## config.mk

```make
export PLATFORM = sky130hd
export DESIGN_NAME = multiAlu
export DESIGN_NICKNAME = d
export VERILOG_FILES = /design/src/rtl/aluPkg.sv /design/src/rtl/aluControl.sv /design/src/rtl/aluAdder.sv /design/src/rtl/aluShifter.sv /design/src/rtl/aluLogic.sv /design/src/rtl/aluDatapath.sv /design/src/rtl/multiAlu.sv
export SDC_FILE = /design/constraint.sdc
export NUM_CORES = 1
export LEC_CHECK = 0
export ABC_AREA = 1
export BUFFER_PORTS_ARGS = -buffer_cell sky130_fd_sc_hd__buf_2
export CORE_UTILIZATION = 34
export DETAILED_ROUTE_END_ITERATION = 10
export PLACE_DENSITY = 0.57
export SYNTH_ARGS = -nofsm -noshare
export SYNTH_HDL_FRONTEND = slang
export SYNTH_HIERARCHICAL = 1
export SYNTH_SLANG_ARGS = --single-unit
```

## constraint.sdc

```tcl
create_clock -name vclk -period 12.2
set_clock_uncertainty 0.2 [all_clocks]
set_input_delay 2.44 -clock vclk [all_inputs]
set_output_delay 2.44 -clock vclk [all_outputs]
set_load 0.1 [all_outputs]
```

## src/rtl/aluPkg.sv

```systemverilog
package aluPkg;

  typedef enum logic [1:0] {
    CLS_SHIFT   = 2'b00,
    CLS_SETLESS = 2'b01,
    CLS_ARITH   = 2'b10,
    CLS_LOGIC   = 2'b11
  } fnClass_e;

  typedef enum logic [1:0] {
    LOP_AND = 2'b00,
    LOP_OR  = 2'b01,
    LOP_XOR = 2'b10,
    LOP_NOR = 2'b11
  } logicOp_e;

  typedef enum logic [1:0] {
    SH_NONE  = 2'b00,
    SH_LEFT  = 2'b01,
    SH_RIGHT = 2'b10,
    SH_ARITH = 2'b11
  } shiftOp_e;

  // Strobes passed from the decoder to the datapath.
  typedef struct packed {
    logic     pickShift;
    logic     pickSetLess;
    logic     pickSum;
    logic     pickLogic;
    logic     doSubtract;
    logicOp_e logicOp;
    logic     shLeft;
    logic     shArith;
    logic     pickUpperImm;
    logic     useVarAmt;
    logic     flagOvfl;
  } aluStrobes_t;

endpackage

```

## src/rtl/aluControl.sv

```systemverilog
module aluControl
  import aluPkg::*;
(
  input  logic [1:0]  fnClassIn,
  input  logic        subSel,
  input  logic [1:0]  logicFnIn,
  input  logic [1:0]  shiftFnIn,
  input  logic        varShamtSel,
  output aluStrobes_t strobes
);

  fnClass_e cls;
  shiftOp_e shOp;

  assign cls  = fnClass_e'(fnClassIn);
  assign shOp = shiftOp_e'(shiftFnIn);

  always_comb begin
    strobes = '0;
    unique case (cls)
      CLS_SHIFT:   strobes.pickShift   = 1'b1;
      CLS_SETLESS: strobes.pickSetLess = 1'b1;
      CLS_ARITH:   strobes.pickSum     = 1'b1;
      CLS_LOGIC:   strobes.pickLogic   = 1'b1;
    endcase
    // set-less always compares through a subtraction
    strobes.doSubtract   = (cls == CLS_SETLESS) ? 1'b1 : subSel;
    strobes.logicOp      = logicOp_e'(logicFnIn);
    strobes.shLeft       = (shOp == SH_LEFT);
    strobes.shArith      = (shOp == SH_ARITH);
    strobes.pickUpperImm = (shOp == SH_NONE);
    strobes.useVarAmt    = varShamtSel;
    strobes.flagOvfl     = (cls == CLS_ARITH);
  end

endmodule

```

## src/rtl/aluAdder.sv

```systemverilog
module aluAdder #(
  parameter int WIDTH = 32
) (
  input  logic [WIDTH-1:0] addA,
  input  logic [WIDTH-1:0] addB,
  input  logic             subtract,
  output logic [WIDTH-1:0] sum,
  output logic             ovflRaw
);

  logic [WIDTH-1:0] bIn;
  logic [WIDTH-1:0] lowSum;
  logic             carryIntoMsb;
  logic             carryOutMsb;
  logic             msbSum;

  always_comb begin
    bIn          = subtract ? ~addB : addB;
    // lower bits plus carry-in; bit WIDTH-1 of lowSum is the carry into the MSB
    lowSum       = {1'b0, addA[WIDTH-2:0]} + {1'b0, bIn[WIDTH-2:0]}
                 + {{(WIDTH-1){1'b0}}, subtract};
    carryIntoMsb = lowSum[WIDTH-1];
    msbSum       = addA[WIDTH-1] ^ bIn[WIDTH-1] ^ carryIntoMsb;
    carryOutMsb  = (addA[WIDTH-1] & bIn[WIDTH-1])
                 | (carryIntoMsb & (addA[WIDTH-1] ^ bIn[WIDTH-1]));
    sum          = {msbSum, lowSum[WIDTH-2:0]};
    ovflRaw      = carryIntoMsb ^ carryOutMsb;

    if (!subtract)
      assert_sum_R1: assert (sum == addA + addB)
        else $error("adder sum mismatch");
    else
      assert_diff_R2: assert (sum == addA - addB)
        else $error("adder difference mismatch");
  end

endmodule

```

## src/rtl/aluShifter.sv

```systemverilog
module aluShifter #(
  parameter int WIDTH   = 32,
  parameter int SHAMT_W = $clog2(WIDTH)
) (
  input  logic [WIDTH-1:0]   shIn,
  input  logic [SHAMT_W-1:0] shAmt,
  input  logic               shLeft,
  input  logic               shArith,
  output logic [WIDTH-1:0]   shOut
);

  logic [SHAMT_W:0][WIDTH-1:0] stage;
  logic                        fillBit;

  assign fillBit  = shArith & shIn[WIDTH-1];
  assign stage[0] = shIn;

  for (genvar k = 0; k < SHAMT_W; k++) begin : gStage
    localparam int STEP = 1 << k;
    assign stage[k+1] = !shAmt[k] ? stage[k] :
                        shLeft    ? {stage[k][WIDTH-1-STEP:0], {STEP{1'b0}}} :
                                    {{STEP{fillBit}}, stage[k][WIDTH-1:STEP]};
  end

  assign shOut = stage[SHAMT_W];

  always_comb begin
    if (!shLeft && shArith && shIn[WIDTH-1])
      assert_sign_fill_R8: assert (shOut[WIDTH-1])
        else $error("arithmetic right shift lost the sign");
    if (!shLeft && !shArith && (shAmt != '0))
      assert_zero_fill_R7: assert (!shOut[WIDTH-1])
        else $error("logical right shift did not clear the top bit");
  end

endmodule

```

## src/rtl/aluLogic.sv

```systemverilog
module aluLogic
  import aluPkg::*;
#(
  parameter int WIDTH = 32
) (
  input  logic [WIDTH-1:0] lgA,
  input  logic [WIDTH-1:0] lgB,
  input  logicOp_e         lgOp,
  output logic [WIDTH-1:0] lgOut
);

  always_comb begin
    unique case (lgOp)
      LOP_AND: lgOut = lgA & lgB;
      LOP_OR:  lgOut = lgA | lgB;
      LOP_XOR: lgOut = lgA ^ lgB;
      LOP_NOR: lgOut = ~(lgA | lgB);
    endcase
  end

endmodule

```

## src/rtl/aluDatapath.sv

```systemverilog
module aluDatapath
  import aluPkg::*;
#(
  parameter int WIDTH   = 32,
  parameter int SHAMT_W = $clog2(WIDTH)
) (
  input  logic [WIDTH-1:0]   opX,
  input  logic [WIDTH-1:0]   opY,
  input  logic [SHAMT_W-1:0] constShamt,
  input  aluStrobes_t        strobes,
  output logic [WIDTH-1:0]   result,
  output logic               ovfl,
  output logic               zero
);

  localparam int IMM_W = WIDTH / 2;

  logic [WIDTH-1:0]   sum;
  logic               ovflRaw;
  logic               setLessBit;
  logic [SHAMT_W-1:0] shAmt;
  logic [WIDTH-1:0]   shOut;
  logic [WIDTH-1:0]   lgOut;
  logic [WIDTH-1:0]   upperImm;

  assign shAmt    = strobes.useVarAmt ? opX[SHAMT_W-1:0] : constShamt;
  assign upperImm = {opY[IMM_W-1:0], {(WIDTH-IMM_W){1'b0}}};

  aluAdder #(.WIDTH(WIDTH)) uAdder (
    .addA     (opX),
    .addB     (opY),
    .subtract (strobes.doSubtract),
    .sum      (sum),
    .ovflRaw  (ovflRaw)
  );

  aluShifter #(.WIDTH(WIDTH), .SHAMT_W(SHAMT_W)) uShifter (
    .shIn    (opY),
    .shAmt   (shAmt),
    .shLeft  (strobes.shLeft),
    .shArith (strobes.shArith),
    .shOut   (shOut)
  );

  aluLogic #(.WIDTH(WIDTH)) uLogic (
    .lgA   (opX),
    .lgB   (opY),
    .lgOp  (strobes.logicOp),
    .lgOut (lgOut)
  );

  // sign of the difference, corrected when the subtraction overflowed
  assign setLessBit = sum[WIDTH-1] ^ ovflRaw;

  always_comb begin
    if (strobes.pickShift)
      result = strobes.pickUpperImm ? upperImm : shOut;
    else if (strobes.pickSetLess)
      result = {{(WIDTH-1){1'b0}}, setLessBit};
    else if (strobes.pickSum)
      result = sum;
    else
      result = lgOut;

    if (strobes.pickSetLess)
      assert_setless_R4: assert (result[0] == ($signed(opX) < $signed(opY)))
        else $error("set-less answer wrong");
  end

  always_comb begin
    logic signOvfl;
    ovfl = strobes.flagOvfl & ovflRaw;
    signOvfl = strobes.doSubtract
             ? ((opX[WIDTH-1] != opY[WIDTH-1]) && (sum[WIDTH-1] != opX[WIDTH-1]))
             : ((opX[WIDTH-1] == opY[WIDTH-1]) && (sum[WIDTH-1] != opX[WIDTH-1]));
    assert_ovfl_class_R3: assert (ovfl == (strobes.flagOvfl && signOvfl))
      else $error("overflow flag wrong");
  end

  assign zero = ~|result;

endmodule

```

## src/rtl/multiAlu.sv

```systemverilog
module multiAlu
  import aluPkg::*;
#(
  parameter  int WIDTH   = 32,
  localparam int SHAMT_W = $clog2(WIDTH)
) (
  input  logic [WIDTH-1:0]   opX,
  input  logic [WIDTH-1:0]   opY,
  input  logic [SHAMT_W-1:0] constShamt,
  input  logic [1:0]         fnClass,
  input  logic               subSel,
  input  logic [1:0]         logicFn,
  input  logic [1:0]         shiftFn,
  input  logic               varShamtSel,
  output logic [WIDTH-1:0]   result,
  output logic               ovfl,
  output logic               zero
);

  aluStrobes_t strobes;

  aluControl uControl (
    .fnClassIn   (fnClass),
    .subSel      (subSel),
    .logicFnIn   (logicFn),
    .shiftFnIn   (shiftFn),
    .varShamtSel (varShamtSel),
    .strobes     (strobes)
  );

  aluDatapath #(.WIDTH(WIDTH), .SHAMT_W(SHAMT_W)) uDatapath (
    .opX        (opX),
    .opY        (opY),
    .constShamt (constShamt),
    .strobes    (strobes),
    .result     (result),
    .ovfl       (ovfl),
    .zero       (zero)
  );

endmodule

```

==> impl_results.md <==
- Outcome: complete, but fails checks
- Violations in the final reports: design-rule violations
- Synth warn: 6
- Routability-driven placement congestion ratio: 1.02
- Reported leakage power: 5.92 nW
- All-Layer GR Usage: 25.8%
- Sequential cell area: 0 um2
- Count of clock-net buffers in the final layout: 0
- Summed negative setup slack over all endpoints: 0 ns
- Relative area change from synthesis to final layout: 5.26%
- Kind of path behind the tightest hold check: in2out
- Final sequential cell count: 0
- Fraction of layout instances using a drive strength above 1: 9.61%
- Top fanout value on the critical path: 32
- Largest stage delay on the critical path: 0.79 ns
- Largest net degree at the start of global routing: 67
- Min Tclk post-route: 9.52 ns
- Number of post-CTS setup repair buffers: 0
- Post-Synthesis Cells: 1872
- Launching element type of the critical path: input port
- I/O pins: 111
- Drt initial violations: 1153
- First-pass iteration count of the detailed router: 9
- Die span in y: 166 um
- Post-CTS Hold Buffers: 0
- Number of hold-slack violations in the final timing report: 0
- Number of global-route vias before repair: 10056
- DRC viols: 18
- Rows: 59
- Worst hold slack: 5.43 ns
- Critical path type: in2out
- Leftover overflow at the end of global routing: 0
- Number of nets produced by synthesis: 2045
- Number of nets with antenna violations after routing: 0
- Cell Pwr Density: 73.5 nW/um2
- Critical path buffer and inverter count: 6
- Number of slew-limit violations in the final report: 0
- Global-route wire length before repair: 56.8 mm
- Placeable Area: 26200 um2
- Number of vias in the routed layout: 11593
- Synthesized area: 9150 um2
- Data required time of the critical path: 9.56 ns
- Dominant cell type by count on the critical path: nand2_1
- RSZ-0062 raised after global routing: no
- Routed wire length per instance: 16.3 um
- Final number of setup-violating endpoints: 0
- Initial cell density of the core: 34.9%
- Number of antenna violations at the first check in global routing: 1
- Filler Cell Count: 3091
- Max IR drop VDD: 37.6 uV
- Width of the chip: 166 um
- Slew headroom: 23.0%
- Final Routed Wirelength: 36.5 mm
- DP Wirelength: 29.1 mm
- Average cell area after synthesis: 4.89 um2
- Die footprint: 27600 um2
- Element type at the critical path end: primary output
- Resized cells post-CTS: 0
- Maximum clock frequency: 0.105 GHz
- Top Family by Delay on Critical Path: simple AND/OR/NAND/NOR gates
- Vias per cell: 5.17
- Share of the clock period used by the worst path after layout: 78.0%
- Cell with the biggest individual delay on the critical path: nand2_2
- Maximum capacitance violations: 0
- Worst Tran Pin Value: 1.15 ns
- Count of port buffers added during placement: 111
- Crit path arrival time: 6.88 ns
- Layout net count: 2080
-- tightest hold or removal path, stage by stage --
cell     delay, ns
buf_2         0.17
o21ai_1       0.13
nand2_1       0.12
buf_2         0.32
-- through the flow --
step                      instance area [um2]  std cells  worst slack (ns)  util (%)  total power, mW
final                                    9630       2241              2.68      36.8            0.708
after global routing                     9630       2240              2.37      36.8            0.775
after CTS                                9630       2240              2.81      36.8            0.697
after detailed placement                 9630       2240              2.83      36.8            0.694
after global placement                   9630       2240              2.81      36.8            0.692
after floorplan                          9150       1872              2.37         -            0.530
-- cells in the final DEF (no fill, tap or decap), types with 15 or more instances in the layout --
cell	n
inv_1	284
o21ai_1	21
nand2_1	835
o21ai_0	19
nand3_1	217
a21oi_1	55
ha_1	94
nand4_1	38
nor2_1	91
xor2_1	45
nand2_2	15
buf_2	111
-- layer usage --
layer / up-vias / part of all wire (%) / global-route usage (%) / wire, um
li1: 5824 / - / - / -
met1: 5202 / 47 / 37.3 / 17100
met2: 505 / 42 / 39.6 / 15300
met3: 62 / 6.7 / 1.38 / 2450
met4: 0 / 4.4 / 10.3 / 1600
met5: - / 0 / 0 / 0
-- power breakdown --
group | total, mW | leakage, nW | switching, mW | internal [mW]
Combinational | 0.708 | 5.92 | 0.525 | 0.183
Sequential | 0 | 0 | 0 | 0
Clock | 0.0000000110 | 0.00000634 | 0 | 0.0000000110
Total | 0.708 | 5.92 | 0.525 | 0.183
-- layout make-up --
type,count,area (um2),share of cell area (%)
Tap cell,335,419,4.35
Timing Repair Buffer,120,623,6.47
Inverter,299,1130,11.7
Multi-Input combinational cell,1486,7460,77.5
Antenna cell,1,2.50,0.0260
-- worst paths after layout --
kind              cells past startpoint  slack (ns)          to       start
setup / recovery                     25        2.68        zero  fnClass[1]
hold / removal                        4        5.43  result[29]     opY[13]
Power figures use the tool's default switching activity.
